===== config.mk =====
export PLATFORM = sky130hd
export DESIGN_NAME = dual_pfd_lock
export DESIGN_NICKNAME = d
export VERILOG_FILES = /design/src/rtl/pfd_pkg.sv /design/src/rtl/pfd_core.sv /design/src/rtl/lock_filter.sv /design/src/rtl/monitor_select.sv /design/src/rtl/dual_pfd_lock.sv
export SDC_FILE = /design/constraint.sdc
export NUM_CORES = 1
export LEC_CHECK = 0
export ABC_AREA = 1
export CORE_ASPECT_RATIO = 0.75
export CORE_MARGIN = 4
export CORE_UTILIZATION = 60
export CTS_CLUSTER_SIZE = 12
export DETAILED_ROUTE_END_ITERATION = 12
export GPL_TIMING_DRIVEN = 0
export PLACE_DENSITY = 0.93
export SYNTH_ARGS = -nofsm -noshare
export SYNTH_HDL_FRONTEND = slang
export SYNTH_SLANG_ARGS = --single-unit

===== constraint.sdc =====
create_clock -name clk -period 3.2 [get_ports clk]
set_clock_uncertainty 0.1 [all_clocks]
set_input_delay 0.8 -clock clk [delete_from_list [all_inputs] [get_ports clk]]
set_output_delay 0.8 -clock clk [all_outputs]
set_load 0.02 [all_outputs]

===== src/rtl/pfd_pkg.sv =====
package pfd_pkg;
    typedef enum logic [1:0] {
        PFD_IDLE     = 2'd0,
        PFD_LEAD_REF = 2'd1,
        PFD_LEAD_FB  = 2'd2
    } pfd_state_e;

    typedef struct packed {
        pfd_state_e state;
    } pfd_regs_t;
endpackage


===== src/rtl/pfd_core.sv =====
module pfd_core
    import pfd_pkg::*;
(
    input  logic clk,
    input  logic rst_n,
    input  logic pwrdn,
    input  logic ref_evt,
    input  logic fb_evt,
    input  logic invert,
    output logic up,
    output logic dn,
    output logic drive,
    output logic active
);
    pfd_regs_t r_d, r_q;

    always_comb begin
        r_d = r_q;
        if (pwrdn) begin
            r_d.state = PFD_IDLE;
        end else begin
            unique case (r_q.state)
                PFD_IDLE: begin
                    if (ref_evt && !fb_evt)      r_d.state = PFD_LEAD_REF;
                    else if (fb_evt && !ref_evt) r_d.state = PFD_LEAD_FB;
                end
                PFD_LEAD_REF: if (fb_evt)  r_d.state = PFD_IDLE;
                PFD_LEAD_FB:  if (ref_evt) r_d.state = PFD_IDLE;
                default: r_d.state = PFD_IDLE;
            endcase
        end
    end

    always_ff @(posedge clk or negedge rst_n) begin
        if (!rst_n) r_q <= '{state: PFD_IDLE};
        else        r_q <= r_d;
    end

    logic raw_up, raw_dn;
    always_comb begin
        raw_up = (r_q.state == PFD_LEAD_REF);
        raw_dn = (r_q.state == PFD_LEAD_FB);
        up     = invert ? raw_dn : raw_up;
        dn     = invert ? raw_up : raw_dn;
        drive  = raw_up | raw_dn;
        active = drive;
    end

    assert_ref_first_R2: assert property (@(posedge clk) disable iff (!rst_n)
        (!pwrdn && r_q.state == PFD_IDLE && ref_evt && !fb_evt) |=> (r_q.state == PFD_LEAD_REF));
    assert_fb_first_R2: assert property (@(posedge clk) disable iff (!rst_n)
        (!pwrdn && r_q.state == PFD_IDLE && fb_evt && !ref_evt) |=> (r_q.state == PFD_LEAD_FB));
    assert_second_clears_R3: assert property (@(posedge clk) disable iff (!rst_n)
        (r_q.state == PFD_LEAD_REF && fb_evt) |=> !drive);
    assert_pwrdn_idle_R9: assert property (@(posedge clk) disable iff (!rst_n)
        pwrdn |=> !drive);
    assert_polarity_R4: assert property (@(posedge clk) disable iff (!rst_n)
        (drive && invert) |-> (dn == (r_q.state == PFD_LEAD_REF)));
endmodule


===== src/rtl/lock_filter.sv =====
module lock_filter #(
    parameter int THRESH_W     = 8,
    parameter int LOCK_PERIODS = 4
) (
    input  logic                clk,
    input  logic                rst_n,
    input  logic                pwrdn,
    input  logic                ref_evt,
    input  logic                active,
    input  logic [THRESH_W-1:0] thresh,
    output logic                locked
);
    localparam int CNT_W = $clog2(LOCK_PERIODS + 1);
    localparam logic [CNT_W-1:0]    STREAK_MAX = CNT_W'(LOCK_PERIODS);
    localparam logic [THRESH_W:0]   WID_MAX    = '1;

    typedef struct packed {
        logic [THRESH_W:0] wid;
        logic [CNT_W-1:0]  streak;
        logic              locked;
    } lf_regs_t;

    lf_regs_t r_d, r_q;
    logic     too_wide;

    always_comb begin
        r_d      = r_q;
        too_wide = active && (r_q.wid > {1'b0, thresh});
        if (pwrdn) begin
            r_d = '0;
        end else begin
            if (active) r_d.wid = (r_q.wid == WID_MAX) ? WID_MAX : r_q.wid + 1'b1;
            else        r_d.wid = '0;
            if (too_wide) begin
                r_d.streak = '0;
                r_d.locked = 1'b0;
            end else if (ref_evt) begin
                r_d.streak = (r_q.streak == STREAK_MAX) ? STREAK_MAX : r_q.streak + 1'b1;
                if (r_q.streak >= STREAK_MAX - 1'b1) r_d.locked = 1'b1;
            end
        end
    end

    always_ff @(posedge clk or negedge rst_n) begin
        if (!rst_n) r_q <= '0;
        else        r_q <= r_d;
    end

    assign locked = r_q.locked;

    assert_wide_clears_R6: assert property (@(posedge clk) disable iff (!rst_n)
        too_wide |=> !locked);
    assert_pwrdn_unlock_R9: assert property (@(posedge clk) disable iff (!rst_n)
        pwrdn |=> !locked);
    assert_lock_on_ref_R5: assert property (@(posedge clk) disable iff (!rst_n)
        $rose(locked) |-> $past(ref_evt));
endmodule


===== src/rtl/monitor_select.sv =====
module monitor_select #(
    parameter int NCH   = 2,
    parameter int SEL_W = 3
) (
    input  logic             clk,
    input  logic             rst_n,
    input  logic [SEL_W-1:0] sel,
    input  logic [NCH-1:0]   ref_evt,
    input  logic [NCH-1:0]   fb_evt,
    input  logic [NCH-1:0]   locked,
    input  logic [NCH-1:0]   pwrdn,
    output logic             mon
);
    localparam int NSRC = 2 * NCH;

    logic [NSRC-1:0] src;
    for (genvar c = 0; c < NCH; c++) begin : g_src
        assign src[2*c]     = ref_evt[c];
        assign src[2*c + 1] = fb_evt[c];
    end

    logic lock_all;
    always_comb begin
        lock_all = (|(~pwrdn)) && (&(locked | pwrdn));
        if (sel == '0)                           mon = lock_all;
        else if (int'(sel) <= NSRC)              mon = src[int'(sel) - 1];
        else                                     mon = 1'b0;
    end

    assert_bad_code_low_R8: assert property (@(posedge clk) disable iff (!rst_n)
        (int'(sel) > NSRC) |-> !mon);
    assert_none_powered_R7: assert property (@(posedge clk) disable iff (!rst_n)
        (sel == '0 && (&pwrdn)) |-> !mon);
endmodule


===== src/rtl/dual_pfd_lock.sv =====
module dual_pfd_lock #(
    parameter int THRESH_W     = 8,
    parameter int LOCK_PERIODS = 4
) (
    input  logic                clk,
    input  logic                rst_n,
    input  logic                ref_a,
    input  logic                fb_a,
    input  logic                ref_b,
    input  logic                fb_b,
    input  logic                invert_a,
    input  logic                invert_b,
    input  logic                pwrdn_a,
    input  logic                pwrdn_b,
    input  logic [2:0]          mon_sel,
    input  logic [THRESH_W-1:0] lock_thresh,
    output logic                up_a,
    output logic                dn_a,
    output logic                drive_a,
    output logic                up_b,
    output logic                dn_b,
    output logic                drive_b,
    output logic                mon_out
);
    localparam int NCH = 2;

    logic [NCH-1:0] ref_v, fb_v, inv_v, pd_v, up_v, dn_v, drv_v, act_v, lock_v;

    assign ref_v = {ref_b, ref_a};
    assign fb_v  = {fb_b, fb_a};
    assign inv_v = {invert_b, invert_a};
    assign pd_v  = {pwrdn_b, pwrdn_a};

    for (genvar c = 0; c < NCH; c++) begin : g_ch
        pfd_core u_core (
            .clk(clk), .rst_n(rst_n), .pwrdn(pd_v[c]),
            .ref_evt(ref_v[c]), .fb_evt(fb_v[c]), .invert(inv_v[c]),
            .up(up_v[c]), .dn(dn_v[c]), .drive(drv_v[c]), .active(act_v[c])
        );
        lock_filter #(.THRESH_W(THRESH_W), .LOCK_PERIODS(LOCK_PERIODS)) u_lock (
            .clk(clk), .rst_n(rst_n), .pwrdn(pd_v[c]),
            .ref_evt(ref_v[c]), .active(act_v[c]), .thresh(lock_thresh),
            .locked(lock_v[c])
        );
    end

    monitor_select #(.NCH(NCH), .SEL_W(3)) u_mon (
        .clk(clk), .rst_n(rst_n), .sel(mon_sel),
        .ref_evt(ref_v), .fb_evt(fb_v), .locked(lock_v), .pwrdn(pd_v),
        .mon(mon_out)
    );

    assign up_a    = up_v[0];
    assign dn_a    = dn_v[0];
    assign drive_a = drv_v[0];
    assign up_b    = up_v[1];
    assign dn_b    = dn_v[1];
    assign drive_b = drv_v[1];
endmodule


==> summary by stage, run 1 <==
Status
The run finished with clean final reports.

Worst setup path
The critical-path cell with the highest stage delay is clkdlybuf4s50_1. By startpoint and endpoint, the worst setup path is classified as in2out. The number of buffers and inverters on the critical path is 3. The worst setup path is launched from an input port. The signal on the critical path passes through clkdlybuf4s50_1 > inv_1 > ha_1 > a21oi_1 > o21ai_1 > o21ai_1 > nand2_1 > o22ai_2 > buf_6. At the worst endpoint, the required time is 2.30 ns. STA classifies the critical path endpoint as an output port.

The arrival time at the worst endpoint is roughly 2.2 ns. In this run the worst path has a maximum fanout of 2. Among the stages of the critical path, the cell type that occurs most often is o21ai_1. For this run, the slowest stage of the critical path takes 0.46 ns.

The family with the most delay on the worst path is buffers and inverters.

Synthesis
The synthesized netlist occupies a cell area of about 2300 um2. The most used flip-flop cell after synthesis is dfrtp_1. The area share of the largest cell type after synthesis is 0.332.

The count of distinct cell types in the synthesized netlist is 27. Ranked by instance count, the synthesized netlist is headed by 57 x inv_1, 56 x nand2_1, 33 x ha_1. Synthesis produced approximately 300 cells. In the post-synthesis netlist, the biggest area contributors are dfrtp_1 33%, ha_1 18%, inv_1 9.5%. The cell taking the most area after synthesis is dfrtp_1. The register area share after synthesis is 0.332.

The number of register bits inferred by synthesis is 30. The fraction of synthesis flops using an asynchronous set or reset pin is 1.00. The number of flops mapped to enable cells by yosys is 0. The yosys synthesis warning count is 0. Among all cell types in the netlist, the one instantiated most often is inv_1.

The number of nets produced by synthesis is 355. The average size of a mapped cell is between 7 and 8 um2.

STA
The worst path needs about 3.1 ns of the cycle, external delays included. The number of hold violations in the final report came to 0. The measured slew at the worst slew-check pin is between 0.6 and 0.7 ns. The maximum clock rate is approximately 320 MHz.

Across all hold checks on the routed design, the worst slack comes to 0.408 ns. The max-slew violation count came to 0. Setup violations remaining at the end of the flow were counted as 0.

The relative max-transition margin is 0.549. Of the available clock period, the critical path in the final layout requires 0.979. Setup repair after global routing left no endpoint under its margin.

Clocking
For the worst-skew pair, the clock arrives at the later sink with an insertion delay of slightly below 0.3 ns. The tree is rooted in a clkbuf_8. The clock-pin slew of the registers on the worst-case setup and hold paths is around 0.06 ns. TritonCTS built the clock tree.

The number of post-CTS setup repair buffers is 0. The hold-fix buffer count after cts is 0. In this run the number of H-tree levels came out at 2. Clock tree synthesis found a total of 30 sinks. In this run, CTS created clock tree buffers numbering 5. The buffer depth of the longest clock path is 2.

Die
The floorplan step defined a die boundary enclosing around 4800 um2. In this run the count of I/O pins placed on the die edge is 28. The floorplan step set the die height to slightly above 60 um. The number of rows created at floorplan is 19. The die is between 70 and 80 um wide.

The total area inside the core boundary comes to between 3000 and 4000 um2. The initial cell density of the core is 0.622.

Global route
The met3 routing resource usage after global routing is 0.0643. The first global-routing pass estimated slightly above 8 mm of wire. The maximum number of pins on one net before global-route repair is 31. The number of global-route vias before repair was 1,859.

The met2 usage is 0.375. For met1 alone, demand over resource in global routing was 0.280. The initial antenna violation count is 0. The total global routing track utilization is 0.225.

The sum of overflow across all layers after global routing is 0. The busiest layer in global routing is met2.

Route
The number of iterations in the first detailed-routing pass is 4. For this block, the initial DRC count from the detailed router was about 150. In the routed layout, each cell is associated on average with a via count of 5.14. The remaining design rule violation count is 0.

In this run the remaining antenna-violating nets after routing total 0. For this block, the routed nets add up to slightly above 5 mm of wire. The average routed wire per standard cell is 13.0 um.

The via count is about 2,000.

Power and ir drop
The final total power is approximately 1.1 mW. The power density relative to cell area is about 390 nW/um2. Summed over all cells, the static leakage comes to 1.41 nW. The maximum ir drop on the vdd rail is 0.323 mV.

Run
The reported max-cap violation count is 0.

Placed design
Buffers placed on the I/O ports in this run total 27. The total half-perimeter wirelength after legalization and detailed placement is roughly 3.7 mm. Routability-driven placement finished with a final weighted congestion of slightly above 0.8.

Finish
The fraction of final layout cells sized beyond drive strength 1 is 0.0625. The post-synthesis to final-layout area growth is 19.7%. In the final design database the tool counted 389 nets. The filler cell count is 272. 0 antenna diodes ended up in the layout. The end-of-flow core utilization is 0.745.

Hold path
The class of the tightest hold or removal check is reg2reg.
[repair_timing]
item | 4_1_cts | 5_1_grt
resized for setup | 8 | 2
endpoints found under the setup margin | 1 | 1
pin swaps | 1 | 2
[where the power goes]
part | total, mW | internal, mW | leakage, nW | switching [mW]
sequential | 0.419 | 0.401 | 0.411 | 0.0182
clock | 0.361 | 0.217 | 0.0575 | 0.144
combinational | 0.276 | 0.115 | 0.945 | 0.161
total | 1.06 | 0.732 | 1.41 | 0.324
[flip-flops by register name, summed over array words and instances, names as in the netlist]
signal              count
g_ch.u_lock.locked      2
g_ch.u_core.r_q         4
g_ch.u_lock.r_q        24
[cell families (layout without fill, tap and decap cells)]
kind of cell / count (synthesis) / count (layout) / share of synthesized area
fa+ha+maj: 33 / 33 / 0.182
buf+inv: 61 / 96 / 0.102
compound gates: 50 / 50 / 0.115
flops: 30 / 30 / 0.332
simple gates: 117 / 117 / 0.231
xor+xnor: 10 / 10 / 0.0387
[per-stage QoR]
| step | std cells | setup slack, ns | cell area (um2) | TNS, ns |
|---|---|---|---|---|
| 3_5_place_dp | 380 | -0.527 | 2600 | -0.527 |
| 5_1_grt | 388 | 0.00620 | 2710 | 0 |
| 6_report | 388 | 0.0671 | 2710 | 0 |
| 3_3_place_gp | 380 | -0.446 | 2600 | -0.446 |
| 2_1_floorplan | 301 | 0.544 | 2260 | 0 |
| 4_1_cts | 388 | 0.0332 | 2720 | 0 |
[routing by layer]
| metal | share of wire | wire length, um | up-vias |
|---|---|---|---|
| li1 | - | - | 1035 |
| met1 | 0.45 | 2250 | 891 |
| met2 | 0.48 | 2410 | 58 |
| met3 | 0.056 | 284 | 9 |
| met4 | 0.017 | 84 | 0 |
| met5 | 0 | 0 | - |
[placed cells by master (no fill, tap or decap), types with 4 or more instances in the layout]
master / count
o21ai_0: 15
dfrtp_1: 30
ha_1: 33
o21ai_1: 4
nor2_1: 27
nand3_1: 19
a21oi_1: 26
inv_1: 57
xor2_1: 8
clkbuf_8: 8
clkdlybuf4s50_1: 24
nand2_1: 56
[path summary, 6_finish.rpt]
| check | to | cells past startpoint | slack (ns) | start |
|---|---|---|---|---|
| setup reg to reg | g_ch[1].u_lock.r_q[1] | 8 | 1.50 | g_ch[1].u_lock.r_q[9] |
| min in group asynchronous | g_ch[1].u_lock.r_q[12] | 1 | 0.45 | rst_n |
| hold / removal | g_ch[0].u_lock.r_q[4] | 1 | 0.41 | g_ch[0].u_lock.r_q[4] |
| max in group asynchronous | g_ch[1].u_lock.locked | 1 | 2.12 | rst_n |
| hold reg to reg | g_ch[0].u_lock.r_q[4] | 1 | 0.41 | g_ch[0].u_lock.r_q[4] |
| setup / recovery | mon_out | 9 | 0.07 | mon_sel[1] |
[cell type report]
type,instances,area [um2],share of cell area
clock buffers,8,110,0.0406
inverters,60,225,0.0831
well taps,52,65.1,0.0240
repair buffers,27,265,0.0979
multi-input cells,210,1290,0.476
plain buffers,1,5.00,0.00185
flip-flops and latches,30,751,0.277
(Power assumes the default switching activity.)
==> run 2: changes to the inputs <==
--- a/config.mk
+++ b/config.mk
@@ -12,7 +12,7 @@
 export CTS_CLUSTER_SIZE = 12
 export DETAILED_ROUTE_END_ITERATION = 12
 export GPL_TIMING_DRIVEN = 0
-export PLACE_DENSITY = 0.93
+export PLACE_DENSITY = 0.85
 export SYNTH_ARGS = -nofsm -noshare
 export SYNTH_HDL_FRONTEND = slang
 export SYNTH_SLANG_ARGS = --single-unit
==> constraint.sdc (replaced) <==
create_clock -name clk -period 3.2 [get_ports clk]
set_clock_uncertainty 0.1 [all_clocks]
set_input_delay 0.64 -clock clk [delete_from_list [all_inputs] [get_ports clk]]
set_output_delay 0.64 -clock clk [all_outputs]
set_load 0.02 [all_outputs]
==> summary by stage, run 2 (synthesized netlist as in run 1, its figures left out) <==
Finish
Relative to the synthesized area, the layout overhead comes to 18.0%. The fraction of final layout cells sized beyond drive strength 1 was 0.0537 (-0.00877). The sequential cell area is 751 um2 (unchanged). The number of nets in the final layout came to 389 (unchanged).

The end-of-flow core utilization is 0.734 (-0.0107). Leaving out fill and tap cells, the most frequent cells in the layout are 57 x inv_1, 56 x nand2_1, 33 x ha_1, 30 x dfrtp_1, 27 x nor2_1. The area of all placed cells without fillers is 2670 um2 (-1.4%). The leading cell type in the layout, fill and taps excluded is inv_1. The number of antenna cells inserted came to 0 (unchanged). The flip-flop count of the largest register after layout is 24 (unchanged). The most flop-heavy register is g_ch.u_lock.r_q. The filler cell count is 280 (+2.9%).

The area used by multi-input combinational logic is 1280 um2 (-0.49%).

Global route
The sum of overflow across all layers after global routing was 0 (unchanged). The total global routing track utilization is 0.198 (-0.0266). The wire length of the first global-routing pass is 7.46 mm (-9.4%). The number of global-route vias before repair came to 1,735 (-6.7%). The initial antenna violation count is 0 (unchanged). The maximum number of pins on one net before global-route repair is 31 (unchanged).

Route
The wire length after detailed routing is 4.47 mm (-11%). The via count is 1,956 (-1.9%). The count of nets left with antenna violations after detail routing is 0 (unchanged). The routed via count divided by cell count is 5.05 (-1.6%). The remaining design rule violation count was 0 (unchanged). The number of iterations in the first detailed-routing pass is 4 (unchanged).

The number of violations reported at the end of detailed-routing iteration 0 was 66 (-55%). The average routed wire per standard cell is 11.5 um (-11%).

Clocking
The root buffer cell is clkbuf_8. The CTS tree is built. The total number of H-tree levels was 2 (unchanged). The clock-pin slew of the registers on the worst-case setup and hold paths is 0.06 ns (about the same).

The hold-fix buffer count after cts is 0 (unchanged). The buffer depth of the longest clock path is 2 (unchanged). The count of clock tree sinks was 30 (unchanged). The clock latency on the worst-skew pair is 0.28 ns (about the same). The number of buffers inserted during clock tree synthesis is 5 (unchanged).

Status
The run finished with clean final reports.

Worst setup path
The worst stage delay on the critical path is 0.52 ns (+0.06 ns). The arrival time at the worst endpoint came to 2.34 ns (+0.11 ns). The element type at the critical path end is an output port.

The number of buffers and inverters on the critical path is 3 (unchanged). Walking the worst path, the cells encountered are clkdlybuf4s50_1 > inv_1 > ha_1 > a21oi_1 > o21ai_0 > o21ai_0 > nand2_1 > o22ai_1 > dlygate4sd2_1. The family with the most delay on the worst path is buffers and inverters. The critical path data required time is 2.46 ns (+0.16 ns). The launching element type of the critical path is an input port. The most used cell along the critical path is o21ai_0. The critical-path cell with the highest stage delay is clkdlybuf4s50_1. The critical path start-end classification is in2out.

The maximum fanout along the worst path is 4 (+2).

STA
The max-slew violation count is 0 (unchanged). The maximum clock rate is 324 MHz (+1.6%). The relative max-transition margin was 0.543 (-0.00625). The count of final setup violators came to 0 (unchanged).

The worst hold slack was 0.297 ns (-0.112 ns). The measured slew at the worst slew-check pin is 0.686 ns (+0.00937 ns). The clock period minus final worst setup slack came to 3.08 ns (-0.0493 ns). The share of the cycle needed by the critical path after routing is 0.964 (-0.0154). Setup repair after global routing left no endpoint under its margin. The number of hold violations in the final report is 0 (unchanged).

Die
The die span in x is 78.9 um (unchanged). The area of the placeable core came to 3640 um2 (unchanged). The boundary pin count is 28 (unchanged). The die area is 4830 um2 (unchanged).

The initial cell density of the core is 0.622 (unchanged). The floorplan die height is 61.2 um (unchanged). The number of rows created at floorplan is 19 (unchanged).

Power and ir drop
The power density relative to cell area is 363 nW/um2 (-6.7%). The leakage component of the power was 1.40 nW (-1.2%). The maximum ir drop on the vdd rail is 0.291 mV (-10%).

Placed design
The instance area after placement is 2600 um2 (unchanged). The last weighted congestion value of the routability-driven placer was 0.803 (-1.8%). The number of buffers inserted by port buffering is 27 (unchanged). The total half-perimeter wirelength after legalization and detailed placement was 3.47 mm (-5.5%).

Run
The reported max-cap violation count is 0 (unchanged).

Hold path
The class of the tightest hold or removal check is in2async.
run 2: cell count changes in the layout (fill, tap and decap cells not counted), sizes merged:
cell,before,now
buf,3,2
clkbuf,8,5
clkdlybuf4s50,24,25
clkinv,0,2
run 2: cell type report:
cell class | instances | area share
Multi-Input combinational cell | 210 | 0.480
Sequential cell | 30 | 0.281
Timing Repair Buffer | 27 | 0.0988
Inverter | 60 | 0.0843
Clock buffer | 5 | 0.0258
Tap cell | 52 | 0.0244
Clock inverter | 2 | 0.00375
Buffer | 1 | 0.00187
run 2: worst reg2reg max path: stages, from the launching register on:
cell and delay [ns]:
dfrtp_1 0.46, ha_1 0.30, nand2_1 0.04, nor3_1 0.24
nand3_1 0.11, nand3_1 0.10, nand2_1 0.07, nand2_2 0.09
nor2_1 0.05
run 2: worst paths after layout:
path,from,to,slack [ns],cells past startpoint
max in group asynchronous,rst_n,g_ch[0].u_core.r_q[1],2.26,1
setup / recovery,mon_sel[0],mon_out,0.12,9
hold reg to reg,g_ch[1].u_lock.locked,g_ch[1].u_lock.locked,0.40,2
hold / removal,rst_n,g_ch[1].u_core.r_q[0],0.30,1
min in group clk,g_ch[1].u_lock.locked,g_ch[1].u_lock.locked,0.40,2
setup reg to reg,g_ch[0].u_lock.r_q[9],g_ch[0].u_lock.r_q[1],1.53,8
run 2: routing by layer:
metal  up-vias  global-route usage  part of all wire
met5         -                   0                 0
met4         0              0.0588            0.0094
met3         6              0.0453             0.050
met2        46               0.337              0.45
met1       872               0.260              0.49
li1       1032                   -                 -
run 2: through the flow:
stage / cells / setup slack [ns] / power [mW] / TNS, ns
global placement: 380 / -0.135 / 0.683 / -0.135
CTS: 387 / 0.129 / 0.975 / 0
finish: 387 / 0.116 / 0.971 / 0
detailed placement: 380 / -0.147 / 0.690 / -0.147
global route: 387 / 0.00746 / 1.03 / 0
floorplan: 301 / 0.864 / 0.585 / 0
run 2: what timing repair did:
item / in CTS / in global routing
endpoints found under the setup margin: 1 / 0
setup buffers: 0 / 0
resized for setup: 1 / 0
run 2: power breakdown:
part / internal [mW] / leakage (nW) / switching (mW) / total (mW)
Clock: 0.146 / 0.0438 / 0.143 / 0.289
Sequential: 0.401 / 0.411 / 0.0167 / 0.417
Combinational: 0.112 / 0.942 / 0.153 / 0.265
